### config.mk
export PLATFORM = sky130hd
export DESIGN_NAME = wake_crc_filter
export DESIGN_NICKNAME = d
export VERILOG_FILES = /design/src/rtl/wkf_pkg.sv /design/src/rtl/wkf_byte_counter.sv /design/src/rtl/wkf_crc_accum.sv /design/src/rtl/wkf_addr_class.sv /design/src/rtl/wake_crc_filter.sv
export SDC_FILE = /design/constraint.sdc
export NUM_CORES = 1
export LEC_CHECK = 0
export BUFFER_PORTS_ARGS = -buffer_cell sky130_fd_sc_hd__buf_2
export CAP_MARGIN = 40
export CORE_ASPECT_RATIO = 1.2
export CORE_UTILIZATION = 37
export CTS_CLUSTER_DIAMETER = 80
export DETAILED_ROUTE_END_ITERATION = 16
export SLEW_MARGIN = 10
export SYNTH_ARGS = -nofsm -noshare
export SYNTH_HDL_FRONTEND = slang
export SYNTH_SLANG_ARGS = --single-unit
### constraint.sdc
create_clock -name clk -period 3.2 [get_ports clk]
set_input_delay 0.32 -clock clk [delete_from_list [all_inputs] [get_ports clk]]
set_output_delay 0.32 -clock clk [all_outputs]
set_load 0.005 [all_outputs]
### src/rtl/wkf_pkg.sv
package wkf_pkg;

    localparam int          BYTE_W     = 8;
    localparam int          CRC_W      = 16;
    localparam int          ADDR_BYTES = 6;
    localparam logic [15:0] CRC_POLY   = 16'h8005;
    localparam logic [15:0] CRC_SEED   = 16'hFFFF;

    typedef struct packed {
        logic complete;   // all six destination bytes present
        logic exact;      // destination equals the programmed address
        logic group;      // group bit of the first destination byte
        logic all_ones;   // six 0xFF bytes
    } dest_class_t;

    function automatic logic [CRC_W-1:0] crc16_step(input logic [CRC_W-1:0] cur,
                                                    input logic [BYTE_W-1:0] din);
        logic [CRC_W-1:0] acc;
        logic             fb;
        acc = cur;
        for (int b = 0; b < BYTE_W; b++) begin
            fb  = acc[CRC_W-1] ^ din[b];
            acc = {acc[CRC_W-2:0], 1'b0} ^ (fb ? CRC_POLY : '0);
        end
        return acc;
    endfunction

endpackage

### src/rtl/wkf_byte_counter.sv
module wkf_byte_counter #(
    parameter int MASK_BYTES = 128,
    localparam int IDX_W     = $clog2(MASK_BYTES) + 1
) (
    input  logic             clk,
    input  logic             rst,
    input  logic             rx_valid,
    input  logic             rx_sof,
    input  logic             rx_eof,
    output logic             frame_beat,
    output logic [IDX_W-1:0] cur_idx,
    output logic             in_window,
    output logic [IDX_W-1:0] idx_q
);
    localparam logic [IDX_W-1:0] IDX_LIMIT = IDX_W'(MASK_BYTES);

    logic in_frame_q;

    assign frame_beat = rx_valid && (rx_sof || in_frame_q);
    assign cur_idx    = rx_sof ? '0 : idx_q;
    assign in_window  = cur_idx < IDX_LIMIT;

    always_ff @(posedge clk) begin
        if (rst) begin
            in_frame_q <= 1'b0;
            idx_q      <= '0;
        end else if (frame_beat) begin
            in_frame_q <= !rx_eof;
            if (rx_eof)
                idx_q <= '0;
            else if (in_window)
                idx_q <= cur_idx + 1'b1;
            else
                idx_q <= IDX_LIMIT;
        end
    end
endmodule

### src/rtl/wkf_crc_accum.sv
module wkf_crc_accum
    import wkf_pkg::*;
(
    input  logic              clk,
    input  logic              rst,
    input  logic              frame_beat,
    input  logic              rx_sof,
    input  logic              byte_sel,
    input  logic [BYTE_W-1:0] rx_data,
    output logic [CRC_W-1:0]  crc_next
);
    logic [CRC_W-1:0] crc_q;
    logic [CRC_W-1:0] crc_base;

    assign crc_base = rx_sof ? CRC_SEED : crc_q;
    assign crc_next = byte_sel ? crc16_step(crc_base, rx_data) : crc_base;

    always_ff @(posedge clk) begin
        if (rst)
            crc_q <= CRC_SEED;
        else if (frame_beat)
            crc_q <= crc_next;
    end
endmodule

### src/rtl/wkf_addr_class.sv
module wkf_addr_class
    import wkf_pkg::*;
#(
    parameter int IDX_W = 8
) (
    input  logic                         clk,
    input  logic                         rst,
    input  logic                         frame_beat,
    input  logic [IDX_W-1:0]             cur_idx,
    input  logic [BYTE_W-1:0]            rx_data,
    input  logic [ADDR_BYTES*BYTE_W-1:0] cfg_addr,
    output dest_class_t                  cls
);
    logic [BYTE_W-1:0] dest_q [ADDR_BYTES];
    logic [BYTE_W-1:0] dest_v [ADDR_BYTES];
    logic [ADDR_BYTES-1:0] eq_v;
    logic [ADDR_BYTES-1:0] ff_v;

    for (genvar g = 0; g < ADDR_BYTES; g++) begin : g_dest
        logic hit_here;
        assign hit_here  = frame_beat && (cur_idx == IDX_W'(g));
        assign dest_v[g] = hit_here ? rx_data : dest_q[g];
        assign eq_v[g]   = dest_v[g] == cfg_addr[(ADDR_BYTES-1-g)*BYTE_W +: BYTE_W];
        assign ff_v[g]   = &dest_v[g];

        always_ff @(posedge clk) begin
            if (rst)
                dest_q[g] <= '0;
            else if (hit_here)
                dest_q[g] <= rx_data;
        end
    end

    always_comb begin
        cls.complete = cur_idx >= IDX_W'(ADDR_BYTES - 1);
        cls.exact    = cls.complete && (&eq_v);
        cls.all_ones = cls.complete && (&ff_v);
        cls.group    = dest_v[0][0];
    end
endmodule

### src/rtl/wake_crc_filter.sv
module wake_crc_filter
    import wkf_pkg::*;
#(
    parameter int MASK_BYTES = 128
) (
    input  logic                  clk,
    input  logic                  rst,
    input  logic                  rx_valid,
    input  logic                  rx_sof,
    input  logic                  rx_eof,
    input  logic [7:0]            rx_data,
    input  logic                  rx_good,
    input  logic                  cfg_filter_en,
    input  logic                  cfg_addr_en,
    input  logic                  cfg_mcast_en,
    input  logic                  cfg_bcast_en,
    input  logic [MASK_BYTES-1:0] cfg_byte_mask,
    input  logic [15:0]           cfg_crc,
    input  logic [47:0]           cfg_addr,
    output logic                  wake_frame_rcvd
);
    localparam int IDX_W = $clog2(MASK_BYTES) + 1;

    logic             frame_beat;
    logic [IDX_W-1:0] cur_idx;
    logic [IDX_W-1:0] idx_q;
    logic             in_window;
    logic             byte_sel;
    logic [CRC_W-1:0] crc_next;
    dest_class_t      cls;
    logic             addr_ok;
    logic             frame_hit;

    wkf_byte_counter #(.MASK_BYTES(MASK_BYTES)) u_cnt (
        .clk(clk), .rst(rst), .rx_valid(rx_valid), .rx_sof(rx_sof), .rx_eof(rx_eof),
        .frame_beat(frame_beat), .cur_idx(cur_idx), .in_window(in_window), .idx_q(idx_q)
    );

    assign byte_sel = frame_beat && in_window && cfg_byte_mask[cur_idx[IDX_W-2:0]];

    wkf_crc_accum u_crc (
        .clk(clk), .rst(rst), .frame_beat(frame_beat), .rx_sof(rx_sof),
        .byte_sel(byte_sel), .rx_data(rx_data), .crc_next(crc_next)
    );

    wkf_addr_class #(.IDX_W(IDX_W)) u_addr (
        .clk(clk), .rst(rst), .frame_beat(frame_beat), .cur_idx(cur_idx),
        .rx_data(rx_data), .cfg_addr(cfg_addr), .cls(cls)
    );

    assign addr_ok   = cls.exact
                     || (cfg_mcast_en && cls.group)
                     || (cfg_bcast_en && cls.all_ones);

    assign frame_hit = frame_beat && rx_eof && rx_good && cfg_filter_en
                     && (crc_next == cfg_crc)
                     && (!cfg_addr_en || addr_ok);

    always_ff @(posedge clk) begin
        if (rst)
            wake_frame_rcvd <= 1'b0;
        else if (frame_hit)
            wake_frame_rcvd <= 1'b1;
    end
endmodule

After elaboration in Yosys (flattened, before gate mapping):

Memory sizes are Yosys's and may differ from the RTL's.
Index checks and enable logic that the tools add are counted.

* flip-flop bits (word level): 26
* RAM bits: 48
* bits of input ports: 210
* output and inout port bits: 1
* logic and storage cells: 117
* memories kept: 1

* add/sub/neg operators: 1
* magnitude comparators: 3
* eq/ne operators: 12
* multiplexer cells: 47
* bitwise operators: 22
* reduce and logical (&&, ||, !) cells: 27

Memory list
* u_addr.dest_q: depth 6, bits a word 8, read ports 6, clocked after memory_dff 0, write ports 6, RTL line wkf_addr_class.sv:14 `logic [BYTE_W-1:0] dest_q [ADDR_BYTES];`

Operators with widths (count)
* $mux 16: 10
* $xor 16x16->16: 8
* $mux 8: 15
* $eq 8x8->1: 6
* $reduce_and 48->1: 1
* $mux 1: 21
* $logic_and 1x1->1: 18
* $eq 16x16->1: 1
* $eq 8x2->1 const B: 2
* $eq 8x3->1 const B: 2
* $add 8x1->8 const B: 1
* $eq 8x1->1 const B: 1
* $ge 8x3->1 const B: 1
* $logic_not 8->1: 1
* $lt 7x8->1 const B: 1
* $lt 8x8->1 const B: 1
* $xor 1x1->1: 8
* $bmux 1 s7: 1
* $or 1x1->1: 6
* $reduce_and 6->1: 1
* $logic_or 1x1->1: 4
* $logic_not 1->1: 2

Depth between registers and ports, before layout:

* word-level depth: 29
* mapped depth: 18
* gate-level depth less buffers: 14

Modules after synthesis:

A second synthesis with hierarchy kept.

* cell total of the unflattened synthesis: 758
* area, all modules: 6610.1 µm²

Modules (own cells, without submodules)
* wkf_addr_class: instances 1, cells each 390, area an instance 3510.9 µm², seq. area each 1441.4 µm²
* wake_crc_filter: instances 1, cells each 146, area an instance 1436.4 µm², seq. area each 20.0 µm²
* wkf_crc_accum: instances 1, cells each 157, area an instance 1154.9 µm², seq. area each 320.3 µm²
* wkf_byte_counter: instances 1, cells each 65, area an instance 508.0 µm², seq. area each 180.2 µm²

Worst setup path before layout:

OpenSTA, ideal clock, no wires.

* path kind: register to register
* start: register u_cnt.idx_q[0]
* end: register wake_frame_rcvd
* setup time: 0.073 ns
* arrival: 3.232 ns
* required time: 3.127 ns
* path slack: -0.105 ns
* cell stages (with the launch flop): 17
* path buffers: 3
* period minus slack after synthesis: 3.305 ns
* cell sequence: dfxtp_1 buf_6 nand2b_1 clkbuf_1 ha_1 clkbuf_1 nor4bb_1 o2111a_1 nor3_1 a311oi_1 o2111ai_1 a2111oi_0 and4_1 a21oi_1 a21oi_1 nand4_1 o22ai_2

* word-level cells in the longest chain between the ends: 11
* elaborated cells between the ends (all ways): 44
* those cells by class: order compare: 2; eq/ne: 12; mux: 10; reduce/logical: 20

RTL lines
* from (decl): RTL line wkf_byte_counter.sv:13 `output logic [IDX_W-1:0] idx_q`
* from (signal assigned): RTL line wkf_byte_counter.sv:32 `idx_q <= cur_idx + 1'b1;`
* $mux 8 *: RTL line wkf_byte_counter.sv:20 `assign cur_idx = rx_sof ? '0 : idx_q;`
* parallel branches: the longest is 9 deep, another holds $mux 16
* $logic_and 1x1->1 *: RTL line wake_crc_filter.sv:57 `&& (!cfg_addr_en || addr_ok);`
* to (signal assigned): RTL line wake_crc_filter.sv:61 `wake_frame_rcvd <= 1'b0;`
* to (signal assigned): RTL line wake_crc_filter.sv:63 `wake_frame_rcvd <= 1'b1;`
* to (decl): RTL line wake_crc_filter.sv:20 `output logic wake_frame_rcvd`

Every way passes the cells marked *. The select of a mux whose other input is x is not followed.
A chain may end at the register's enable or synchronous reset.

Worst setup path in the final report:

Ends and elaborated chain as after synthesis.

==> impl_metrics.csv <==
group,metric,value,unit
worst_setup_path,worstPathRequired,3.43,ns
sta,finalSetupViolCount,1,
pwr,p_leak,0.00428,uW
worst_setup_path,worstReg2RegEnd,"wake_frame_rcvd",
layout,final_layout_size_suffix_gt1_share,35.2,%
sta,clock_skew,0.00911,ns
logic_synthesis,ys_ff_latch,74,
floorplanning,chipWidth,131,um
detailed_routing,dr_total_vias,8442,
worst_setup_path,crit_family,"simple AND/OR/NAND/NOR gates",
logic_synthesis,yosysWarningCount,0,
run_status,violations,"setup timing",
clock_tree,clk_latency,0.35,ns
worst_setup_path,ff2ff_path_depth,14,
placed_design,dp_cells,1474,
placed_design,dp_slack,-0.319,ns
worst_setup_path,cp_max_fo,13,
floorplanning,ioPinCount,211,
placed_design,io_buffers,210,
worst_setup_path,critPathMaxStageDelay,0.50,ns
sta,min_period_over_period,103,%
clock_tree,root_buffer,"clkbuf_16",
floorplanning,start_util,37.8,%
clock_tree,cts_setup_buffers,0,
global_route,grt_start_max_net_pins,41,
worst_setup_path,worst_path_most_repeated_cell,"buf_12",
floorplanning,std_cell_rows,56,
detailed_routing,ant_nets,0,
worst_setup_path,cp-end-kind,"flop",
sta,min_period,3.31,ns
global_route,antenna_found_initial,0,
worst_setup_path,crit_buf_inv,3,
worst_setup_path,crit_path_start_kind,"flop",
sta,fmax,302,MHz
clock_tree,clk_transition_reported_paths,0.06,ns
detailed_routing,drt-pass1-iter-count,5,
clock_tree,h-tree-depth,3,
sta,tns,-0.107,ns
clock_tree,cts_buffers,9,
sta,rsz0062_at_grt,"true",
global_route,grt_pass1_wl,44000,um
global_route,grtUsageTotal,29.0,%
placed_design,dp_hpwl,24100,um
worst_setup_path,cp.arrival,3.54,ns
hold_path,min_from,"rx_eof",
pwr,powerDensity,305,nW/um2
logic_synthesis,avgSynthCellArea,8.14,um2
detailed_routing,drtIter0Drc,665,
detailed_routing,drc,0,
clock_tree,cts_tree,"yes",
detailed_routing,wl_per_cell,19.9,um
logic_synthesis,synth.area.top_cells,"edfxtp_1, dfxtp_1, mux2i_1",
sta,hold_viol,0,
worst_setup_path,cp_slowest_cell,"mux4_2",
layout,stdcell_count,1490,
global_route,overflow,0,
floorplanning,die_h,157,um
hold_path,whs_endpoint,"u_cnt.in_frame_q",
sta,relSlewSlack,64.3,%
detailed_routing,wirelength,29700,um
logic_synthesis,yosysTopAreaCellShare,19.5,%
detailed_routing,via_per_inst,5.67,
flow_run,drv_cap,0,
logic_synthesis,synth-main-ff-cell,"edfxtp_1",
sta,worst_pin_slew,0.534,ns
logic_synthesis,synth.distinct_cells,84,
logic_synthesis,syn_nets,1122,
worst_setup_path,path_class,"reg -> reg",
hold_path,hp-class,"in -> reg",
layout,num-fill-cells,1934,
logic_synthesis,yosysSeqAreaShare,26.6,%
layout,mostFrequentLayoutCell,"buf_2",
layout,nNetsFinal,1439,
clock_tree,cts.sink_count,74,
worst_setup_path,path_cells,"buf_12 -> mux4_2 -> o221a_1 -> a31oi_1 -> a211oi_1 -> or4_4 -> a21o_1 -> buf_4 -> buf_12 -> or3_1 -> o211ai_1 -> nor4_2 -> nand4_1 -> o22ai_2",
sta,drv_slew,0,
worst_setup_path,r2r_start,"u_cnt.idx_q[0]",
floorplanning,dieArea,20500,um2
pwr,vdd_drop_max,271,uV
sta,worst_slack,-0.107,ns
logic_synthesis,synth_area_leader_cell,"edfxtp_1",
layout,antenna_cells,0,
logic_synthesis,ys_async_sr_fraction,0,%
clock_tree,cts_buffer_depth,2,
logic_synthesis,synth_cells,907,
layout,synthToLayoutAreaGrowth,36.4,%
worst_setup_path,reg2reg_slack,-0.11,ns
logic_synthesis,synthesis.area,7380,um2
hold_path,min_path_cells,2,
global_route,grt_pass1_vias,8160,
layout,mostFrequentLayoutCells,"buf_2, buf_4, nor2_1",
placed_design,routabilityCongestion,0.976,
logic_synthesis,synth_edf_count,48,
floorplanning,core_area,19500,um2
run_status,outcome,"complete, but fails checks",
worst max-delay path by stage:
stage | startpoint | endpoint | slack (ns) | cells past startpoint
CTS | u_cnt.idx_q[0] | wake_frame_rcvd | -0.14 | 14
detailed placement | u_cnt.idx_q[2] | wake_frame_rcvd | -0.32 | 15
floorplan | u_cnt.idx_q[0] | wake_frame_rcvd | -0.04 | 14
global placement | u_cnt.idx_q[2] | u_crc.crc_q[1] | -0.31 | 12
finish | u_cnt.idx_q[0] | wake_frame_rcvd | -0.11 | 14
global route | u_cnt.idx_q[0] | wake_frame_rcvd | -0.27 | 14
power breakdown:
group          internal, uW  switching, uW
Clock                   678            421
Sequential             1050           37.5
Combinational           416            464
cells in the mapped netlist (4+ instances only):
master	instances
nor2_1	100
buf_1	7
nand2b_1	54
dfxtp_1	26
a221oi_1	5
edfxtp_1	48
a222oi_1	4
o2111ai_1	10
o211ai_1	9
or4_1	8
ha_1	5
nor3_1	18
nand3b_1	11
buf_2	13
and3_1	7
a32oi_1	6
o31ai_1	4
xor2_1	27
inv_1	32
a31oi_1	10
o21ai_0	40
nor4_1	9
buf_6	7
mux2i_1	39
o21bai_1	7
a2111oi_0	6
clkbuf_1	36
o22ai_1	24
or3_1	5
xnor2_1	42
mux4_2	10
mux2_2	10
nor2b_1	18
a22oi_1	11
nand3_1	22
a211oi_1	15
nand4_1	22
a21oi_1	44
and2_1	6
nand2_1	55
logic make-up after synthesis:
group	Yosys count	synth area share (%)
simple gates	358	25.6
compound gates	238	22.2
buf+inv	102	6.22
flops	74	26.6
xor+xnor	71	8.79
mux	59	9.86
fa+ha+maj	5	0.847
layout make-up:
type / instances / area (um2) / area share [%]
clock buffer: 10 / 229 / 2.27
clock inverter: 6 / 81.3 / 0.807
inverter: 37 / 139 / 1.38
multi-input combinational: 731 / 5030 / 50.0
sequential: 74 / 1970 / 19.5
tap: 261 / 327 / 3.24
timing repair buffer: 371 / 2300 / 22.8
routing by layer:
| metal | track usage (%) | up-vias | wire length, um |
|---|---|---|---|
| met5 | 0 | - | 0 |
| met4 | 12.3 | 0 | 1140 |
| met3 | 4.24 | 75 | 2220 |
| met2 | 53.5 | 395 | 14800 |
| met1 | 32.7 | 3948 | 11600 |
| li1 | - | 4024 | - |
per-stage QoR:
stage / instance area, um2 / util (%) / power [uW] / hold WS, ns
floorplan: 7390 / - / 1560 / 0.416
global placement: 9670 / 49.5 / 1970 / 0.473
detailed placement: 9680 / 49.5 / 1970 / 0.481
CTS: 10000 / 51.4 / 3070 / 0.268
global route: 10100 / 51.5 / 3190 / 0.278
finish: 10100 / 51.5 / 3070 / 0.269
worst register-to-register path, cell delays in order (launching register included):
cell and delay, ns:
dfxtp_4 0.41, buf_12 0.13, mux4_2 0.50, o221a_1 0.22, a31oi_1 0.14, a211oi_1 0.07, or4_4 0.46, a21o_1 0.23
buf_4 0.16, buf_12 0.13, or3_1 0.34, o211ai_1 0.11, nor4_2 0.07, nand4_1 0.12, o22ai_2 0.09
state kept, by name, indices dropped and copies added (netlist names):
| signal | flops |
|---|---|
| u_cnt.idx_q | 8 |
| wake_frame_rcvd | 1 |
| u_cnt.in_frame_q | 1 |
| u_addr.dest_q | 48 |
| u_crc.crc_q | 16 |
what timing repair did:
item                                    4_1_cts  5_1_grt
endpoints found under the setup margin       13       13
hold buffers                                  0        0
resized for setup                            14        7
pin swaps                                     1        2
Note: power is estimated with default switching activity, not from simulation.
